===== src/rtl/rf_pkg.sv =====
package rf_pkg;
  typedef enum logic {
    SRC_RESULT = 1'b0,
    SRC_BUS    = 1'b1
  } wsrc_e;
endpackage


===== src/rtl/rf_addr_file.sv =====
module rf_addr_file #(
  parameter int AF_DEPTH = 4,
  parameter int ADDR_W   = 4,
  localparam int IDX_W   = $clog2(AF_DEPTH)
) (
  input  logic              clk_i,
  input  logic              rst_ni,
  input  logic              wr_en_i,
  input  logic [IDX_W-1:0]  wr_idx_i,
  input  logic [ADDR_W-1:0] wr_data_i,
  input  logic [IDX_W-1:0]  rd_idx_i,
  output logic [ADDR_W-1:0] rd_data_o
);
  logic [ADDR_W-1:0] entry_q [AF_DEPTH];

  for (genvar e = 0; e < AF_DEPTH; e++) begin : g_entry
    always_ff @(posedge clk_i or negedge rst_ni) begin
      if (!rst_ni) begin
        entry_q[e] <= '0;
      end else if (wr_en_i && (wr_idx_i == IDX_W'(e))) begin
        entry_q[e] <= wr_data_i;
      end
    end
  end

  // read port sees stored value only: no bypass from the write port
  assign rd_data_o = entry_q[rd_idx_i];
endmodule


===== src/rtl/rf_addr_sel.sv =====
module rf_addr_sel #(
  parameter int ADDR_W = 4,
  localparam int REG_W = ADDR_W - 1
) (
  input  logic              bus_sel_i,
  input  logic [REG_W-1:0]  bus_reg_idx_i,
  input  logic [ADDR_W-1:0] af_addr_i,
  output logic [ADDR_W-1:0] addr_o
);
  logic [ADDR_W-1:0] bus_addr;

  // registers live in the upper half of the file
  assign bus_addr = {1'b1, bus_reg_idx_i};

  always_comb begin
    if (bus_sel_i) addr_o = bus_addr;
    else           addr_o = af_addr_i;
  end
endmodule


===== src/rtl/rf_wdata_mux.sv =====
module rf_wdata_mux
  import rf_pkg::*;
#(
  parameter int DATA_W     = 16,
  parameter int RESTORE_LO = 8,
  parameter int RESTORE_HI = 15,
  localparam int N_RST     = 2
) (
  input  logic              src_sel_i,
  input  logic [DATA_W-1:0] result_i,
  input  logic [DATA_W-1:0] bus_data_i,
  input  logic [DATA_W-1:0] cur_word_i,
  input  logic [N_RST-1:0]  restore_i,
  output logic [DATA_W-1:0] wdata_o
);
  localparam int RST_POS [N_RST] = '{RESTORE_LO, RESTORE_HI};

  logic [DATA_W-1:0] bus_path;

  always_comb begin
    bus_path = bus_data_i;
    for (int k = 0; k < N_RST; k++) begin
      if (restore_i[k]) bus_path[RST_POS[k]] = cur_word_i[RST_POS[k]];
    end
  end

  always_comb begin
    unique case (wsrc_e'(src_sel_i))
      SRC_BUS:    wdata_o = bus_path;
      default:    wdata_o = result_i;
    endcase
  end
endmodule


===== src/rtl/rf_storage.sv =====
module rf_storage #(
  parameter int DATA_W  = 16,
  parameter int DEPTH   = 16,
  parameter int LANE_W  = 8,
  localparam int ADDR_W = $clog2(DEPTH),
  localparam int LANES  = DATA_W / LANE_W
) (
  input  logic                    clk_i,
  input  logic                    rst_ni,
  input  logic [ADDR_W-1:0]       addr_i,
  input  logic [LANES-1:0]        wr_lane_i,
  input  logic [DATA_W-1:0]       wdata_i,
  output logic [DATA_W-1:0]       word_o,
  output logic [DEPTH*DATA_W-1:0] mem_flat_o
);
  for (genvar l = 0; l < LANES; l++) begin : g_lane
    logic [LANE_W-1:0] lane_q [DEPTH];

    always_ff @(posedge clk_i or negedge rst_ni) begin
      if (!rst_ni) begin
        for (int w = 0; w < DEPTH; w++) lane_q[w] <= '0;
      end else if (wr_lane_i[l]) begin
        lane_q[addr_i] <= wdata_i[l*LANE_W +: LANE_W];
      end
    end

    assign word_o[l*LANE_W +: LANE_W] = lane_q[addr_i];

    for (genvar w = 0; w < DEPTH; w++) begin : g_flat
      assign mem_flat_o[w*DATA_W + l*LANE_W +: LANE_W] = lane_q[w];
    end
  end
endmodule


===== src/rtl/rf_dual_src_file.sv =====
module rf_dual_src_file #(
  parameter int DATA_W     = 16,
  parameter int DEPTH      = 16,
  parameter int LANE_W     = 8,
  parameter int AF_DEPTH   = 4,
  parameter int RESTORE_LO = 8,
  parameter int RESTORE_HI = 15
) (
  input  logic                          clk_i,
  input  logic                          rst_ni,
  input  logic                          bus_sel_i,
  input  logic [$clog2(DEPTH)-2:0]      bus_reg_idx_i,
  input  logic                          af_wr_en_i,
  input  logic [$clog2(AF_DEPTH)-1:0]   af_wr_idx_i,
  input  logic [$clog2(DEPTH)-1:0]      af_wr_data_i,
  input  logic [$clog2(AF_DEPTH)-1:0]   af_rd_idx_i,
  input  logic                          src_sel_i,
  input  logic [DATA_W-1:0]             result_i,
  input  logic [DATA_W-1:0]             bus_data_i,
  input  logic [1:0]                    restore_i,
  input  logic [DATA_W/LANE_W-1:0]      wr_lane_i,
  input  logic [DATA_W/LANE_W-1:0]      rd_lane_i,
  output logic [$clog2(DEPTH)-1:0]      addr_o,
  output logic [DATA_W-1:0]             rd_data_o
);
  localparam int ADDR_W = $clog2(DEPTH);
  localparam int LANES  = DATA_W / LANE_W;

  logic [ADDR_W-1:0]       af_addr;
  logic [ADDR_W-1:0]       addr;
  logic [DATA_W-1:0]       cur_word;
  logic [DATA_W-1:0]       wdata;
  logic [DEPTH*DATA_W-1:0] mem_flat;

  rf_addr_file #(.AF_DEPTH(AF_DEPTH), .ADDR_W(ADDR_W)) i_addr_file (
    .clk_i     (clk_i),
    .rst_ni    (rst_ni),
    .wr_en_i   (af_wr_en_i),
    .wr_idx_i  (af_wr_idx_i),
    .wr_data_i (af_wr_data_i),
    .rd_idx_i  (af_rd_idx_i),
    .rd_data_o (af_addr)
  );

  rf_addr_sel #(.ADDR_W(ADDR_W)) i_addr_sel (
    .bus_sel_i     (bus_sel_i),
    .bus_reg_idx_i (bus_reg_idx_i),
    .af_addr_i     (af_addr),
    .addr_o        (addr)
  );

  rf_wdata_mux #(
    .DATA_W(DATA_W), .RESTORE_LO(RESTORE_LO), .RESTORE_HI(RESTORE_HI)
  ) i_wdata_mux (
    .src_sel_i  (src_sel_i),
    .result_i   (result_i),
    .bus_data_i (bus_data_i),
    .cur_word_i (cur_word),
    .restore_i  (restore_i),
    .wdata_o    (wdata)
  );

  rf_storage #(.DATA_W(DATA_W), .DEPTH(DEPTH), .LANE_W(LANE_W)) i_storage (
    .clk_i      (clk_i),
    .rst_ni     (rst_ni),
    .addr_i     (addr),
    .wr_lane_i  (wr_lane_i),
    .wdata_i    (wdata),
    .word_o     (cur_word),
    .mem_flat_o (mem_flat)
  );

  for (genvar l = 0; l < LANES; l++) begin : g_rd_gate
    assign rd_data_o[l*LANE_W +: LANE_W] =
      rd_lane_i[l] ? cur_word[l*LANE_W +: LANE_W] : '0;
  end

  assign addr_o = addr;
endmodule


===== config.mk =====
export PLATFORM = sky130hd
export DESIGN_NAME = rf_dual_src_file
export DESIGN_NICKNAME = d
export VERILOG_FILES = /design/src/rtl/rf_pkg.sv /design/src/rtl/rf_addr_file.sv /design/src/rtl/rf_addr_sel.sv /design/src/rtl/rf_wdata_mux.sv /design/src/rtl/rf_storage.sv /design/src/rtl/rf_dual_src_file.sv
export SDC_FILE = /design/constraint.sdc
export NUM_CORES = 1
export LEC_CHECK = 0
export BUFFER_PORTS_ARGS = -buffer_cell sky130_fd_sc_hd__buf_2
export CORE_UTILIZATION = 35
export CTS_CLUSTER_DIAMETER = 80
export DETAILED_ROUTE_END_ITERATION = 10
export SLEW_MARGIN = 20
export SYNTH_ARGS = -nofsm -noshare
export SYNTH_HDL_FRONTEND = slang
export SYNTH_HIERARCHICAL = 1
export SYNTH_SLANG_ARGS = --single-unit

===== constraint.sdc =====
create_clock -name clk_i -period 8.05 [get_ports clk_i]
set_input_delay 0.4025 -clock clk_i [delete_from_list [all_inputs] [get_ports clk_i]]
set_output_delay 0.4025 -clock clk_i [all_outputs]
set_load 0.01 [all_outputs]

==> run metrics <==
status=finished, violations left; failing checks=DRC; FF-to-FF setup slack=about 4.1 ns; first-pass GRT wire length=45.3 mm; post-route ant nets=0; overall global routing resource usage=16.0%; vias in the first global route=7749; via count=a little over 7000; DRT Pass-1 Iters=9; DPL Wire Length=roughly 18 mm; WHS Path Cells=2; Post-Syn Nets=about 860; TritonCTS Buffers=29; r2r worst-path depth=9; Layout Skew=roughly 0.01 ns; nets@finish=~900; row count=a little under 70; filler cell count=between 3000 and 4000; antenna violations before repair=0; Setup crit end kind=primary output; setup bufs post-CTS=0; DRC Markers=6; Leak=around 6.1 nW; Yosys cell types=30; RSZ-0062 raised after global routing=false; gpl congestion=around 0.75; Pwr Density=347 nW/um^2; Hold Crit Class=input pin to flip-flop; max frequency=about 240 MHz; dominant cells by area after synthesis=dfrtp_1 (53%), mux2_2 (25%), mux4_2 (12%), a22oi_1 (1.9%), nor2_2 (0.88%); Initial Utilization=a little over a third; fin crit share=~53%; worst slack, placed=3.76 ns; core area=35700 um^2; Critical R2R Launch=i_addr_file/entry_q[4]$_DFFE_PN0P_; CTS max path bufs=3; quantity of I/O buffers inserted on ports=73; Rel. slew slack=between 20% and 30%; Ant. Diodes=0; latest clock arrival within the worst-skew pair=between 0.5 and 0.6 ns; Top-Level Pins=74; Setup Viol. Count Final=0; hold-fix buffers at CTS=1; WP data required=around 7.7 ns; Setup crit start kind=flip-flop; CTS tree=done; drt total wl=around 28 mm; Syn. warnings=6; Chip Width=around 190 um; height of the die=around 190 um; Root Driver=clkbuf_16; Synth Cell Area=around 13000 um^2; hold-critical path endpoint=i_addr_file/entry_q[7]$_DFFE_PN0P_; max-slew violation total from the final report=0; # H-tree levels=1; register bit total from synthesis=between 200 and 300; final worst slack=3.80 ns; Die ar.=37300 um^2; MaxCap Viol Count=0; r2r endpoint=i_storage/mem_flat_o[120]$_DFFE_PN0P_; critical path class=flip-flop to primary output; Vias/cell=roughly 5.3; # resized after CTS=0; Final Hold Fails=0; cell type with the largest total area after synthesis=dfrtp_1; 1st-iter DRT viols=331; hold_sp=af_wr_data_i[3]; layout cells sized above 1=between 50% and 60%; Critical Path Fanout Max=40; pin count of the biggest net entering global routing=88; sequential cell area fraction in the yosys report=between 50 and 60%; clock-pin slew on the worst setup and hold paths=~0.050 ns; Mapped Avg Cell Area=approximately 16 um^2; wire per inst=around 21 um; setup TNS=0 ns; Max VDD drop=~0.17 mV; Area growth syn-to-layout=13.1%; Clock Sinks=272; Final min period=about 4.3 ns; worst slew pin tran=between 1 and 1.5 ns; Synth top area share=~53%; Synth Instances=approximately 800; critical path arrival=slightly below 4 ns; gr ovfl total=0; hold slack=0.143 ns
[registers in the layout, summed over array words and instances (netlist names)]
signal / flops
i_storage/mem_flat_o: 256
i_addr_file/entry_q: 16
[Yosys cell counts, drive strengths merged]
library cell,instances
mux2,289
dfrtp,272
mux4,68
a22oi,32
nor2,28
clkbuf,25
buf,23
nand2,23
and2,17
nand3b,6
nor2b,5
nand3,3
nor3b,3
a21oi,2
mux2i,2
nand2b,2
or2,2
and2b,1
[worst max path at each step]
stage	from	to	slack, ns	depth (start not counted)
final	i_addr_file/entry_q[4]$_DFFE_PN0P_	rd_data_o[9]	3.80	8
after CTS	i_addr_file/entry_q[4]$_DFFE_PN0P_	rd_data_o[1]	3.69	8
after floorplan	af_rd_idx_i[0]	i_storage/mem_flat_o[152]$_DFFE_PN0P_	4.94	12
after detailed placement	af_rd_idx_i[0]	i_storage/mem_flat_o[120]$_DFFE_PN0P_	3.76	10
after global routing	i_addr_file/entry_q[4]$_DFFE_PN0P_	rd_data_o[1]	3.56	8
after global placement	af_rd_idx_i[0]	i_storage/mem_flat_o[56]$_DFFE_PN0P_	3.79	10
[where the power goes]
part	leakage, nW	total [mW]	internal [mW]	switching (mW)
logic	2.37	1.44	0.902	0.536
clock network	0.443	1.27	0.744	0.522
registers	3.33	2.31	2.01	0.302
[area by class of cell]
class | instances | area [um^2] | share of cell area [%]
clock buffer | 42 | 835 | 5.77
clock inverter | 7 | 66.3 | 0.459
multi-input combinational | 483 | 5710 | 39.5
sequential | 272 | 6810 | 47.1
tap | 461 | 577 | 3.99
timing repair buffer | 83 | 453 | 3.13
[per-layer routing]
layer	vias up	track usage, %	part of all wire (%)
li1	3144	-	-
met1	3763	21.7	45
met2	143	26.9	49
met3	45	2.28	3.6
met4	0	4.39	2.4
met5	-	0	0
[logic make-up after synthesis]
logic type / after synthesis / synth area share, %
muxes: 359 / 37.8
DFF: 272 / 53.3
and+or+nand+nor: 90 / 4.86
buffers and inverters: 48 / 2.06
AOI/OAI and AO/OA: 34 / 1.96
[layout by cell type (no fill, tap or decap)]
cell type	n
a21oi_1	1
a21oi_2	1
a22oi_1	32
and2_1	17
and2b_1	1
buf_2	72
buf_4	9
buf_8	1
bufinv_16	1
clkbuf_1	7
clkbuf_16	29
clkbuf_8	6
clkinv_2	4
clkinvlp_4	1
dfrtp_1	272
dlygate4sd3_1	1
inv_6	1
mux2_1	1
mux2_2	280
mux2_4	8
mux2i_1	2
mux4_1	1
mux4_2	67
nand2_1	21
nand2_2	2
nand2b_1	2
nand3_1	1
nand3_2	2
nand3b_1	2
nand3b_4	4
nor2_1	4
nor2_2	18
nor2_4	6
nor2b_1	5
nor3b_2	2
nor3b_4	1
or2_2	2
[metrics by stage]
| stage | utilization [%] | area [um^2] | instances | power [mW] |
|---|---|---|---|---|
| 6_report | 40.4 | 14500 | 1348 | 5.02 |
| 5_1_grt | 40.4 | 14500 | 1348 | 5.33 |
| 4_1_cts | 40.4 | 14400 | 1348 | 5.08 |
| 3_5_place_dp | 37.9 | 13500 | 1298 | 3.79 |
| 3_3_place_gp | 37.9 | 13500 | 1298 | 3.73 |
| 2_1_floorplan | - | 12800 | 803 | 3.40 |
[worst max-delay path, stage by stage (launching register included)]
cell and delay, ns:
dfrtp_1 0.35, mux4_1 0.22, mux2_4 0.59, buf_4 0.76
mux4_2 0.61, a22oi_1 0.31, nand2_1 0.11, and2_1 0.19
buf_2 0.14
No activity file was read; power rests on OpenSTA's default activity.
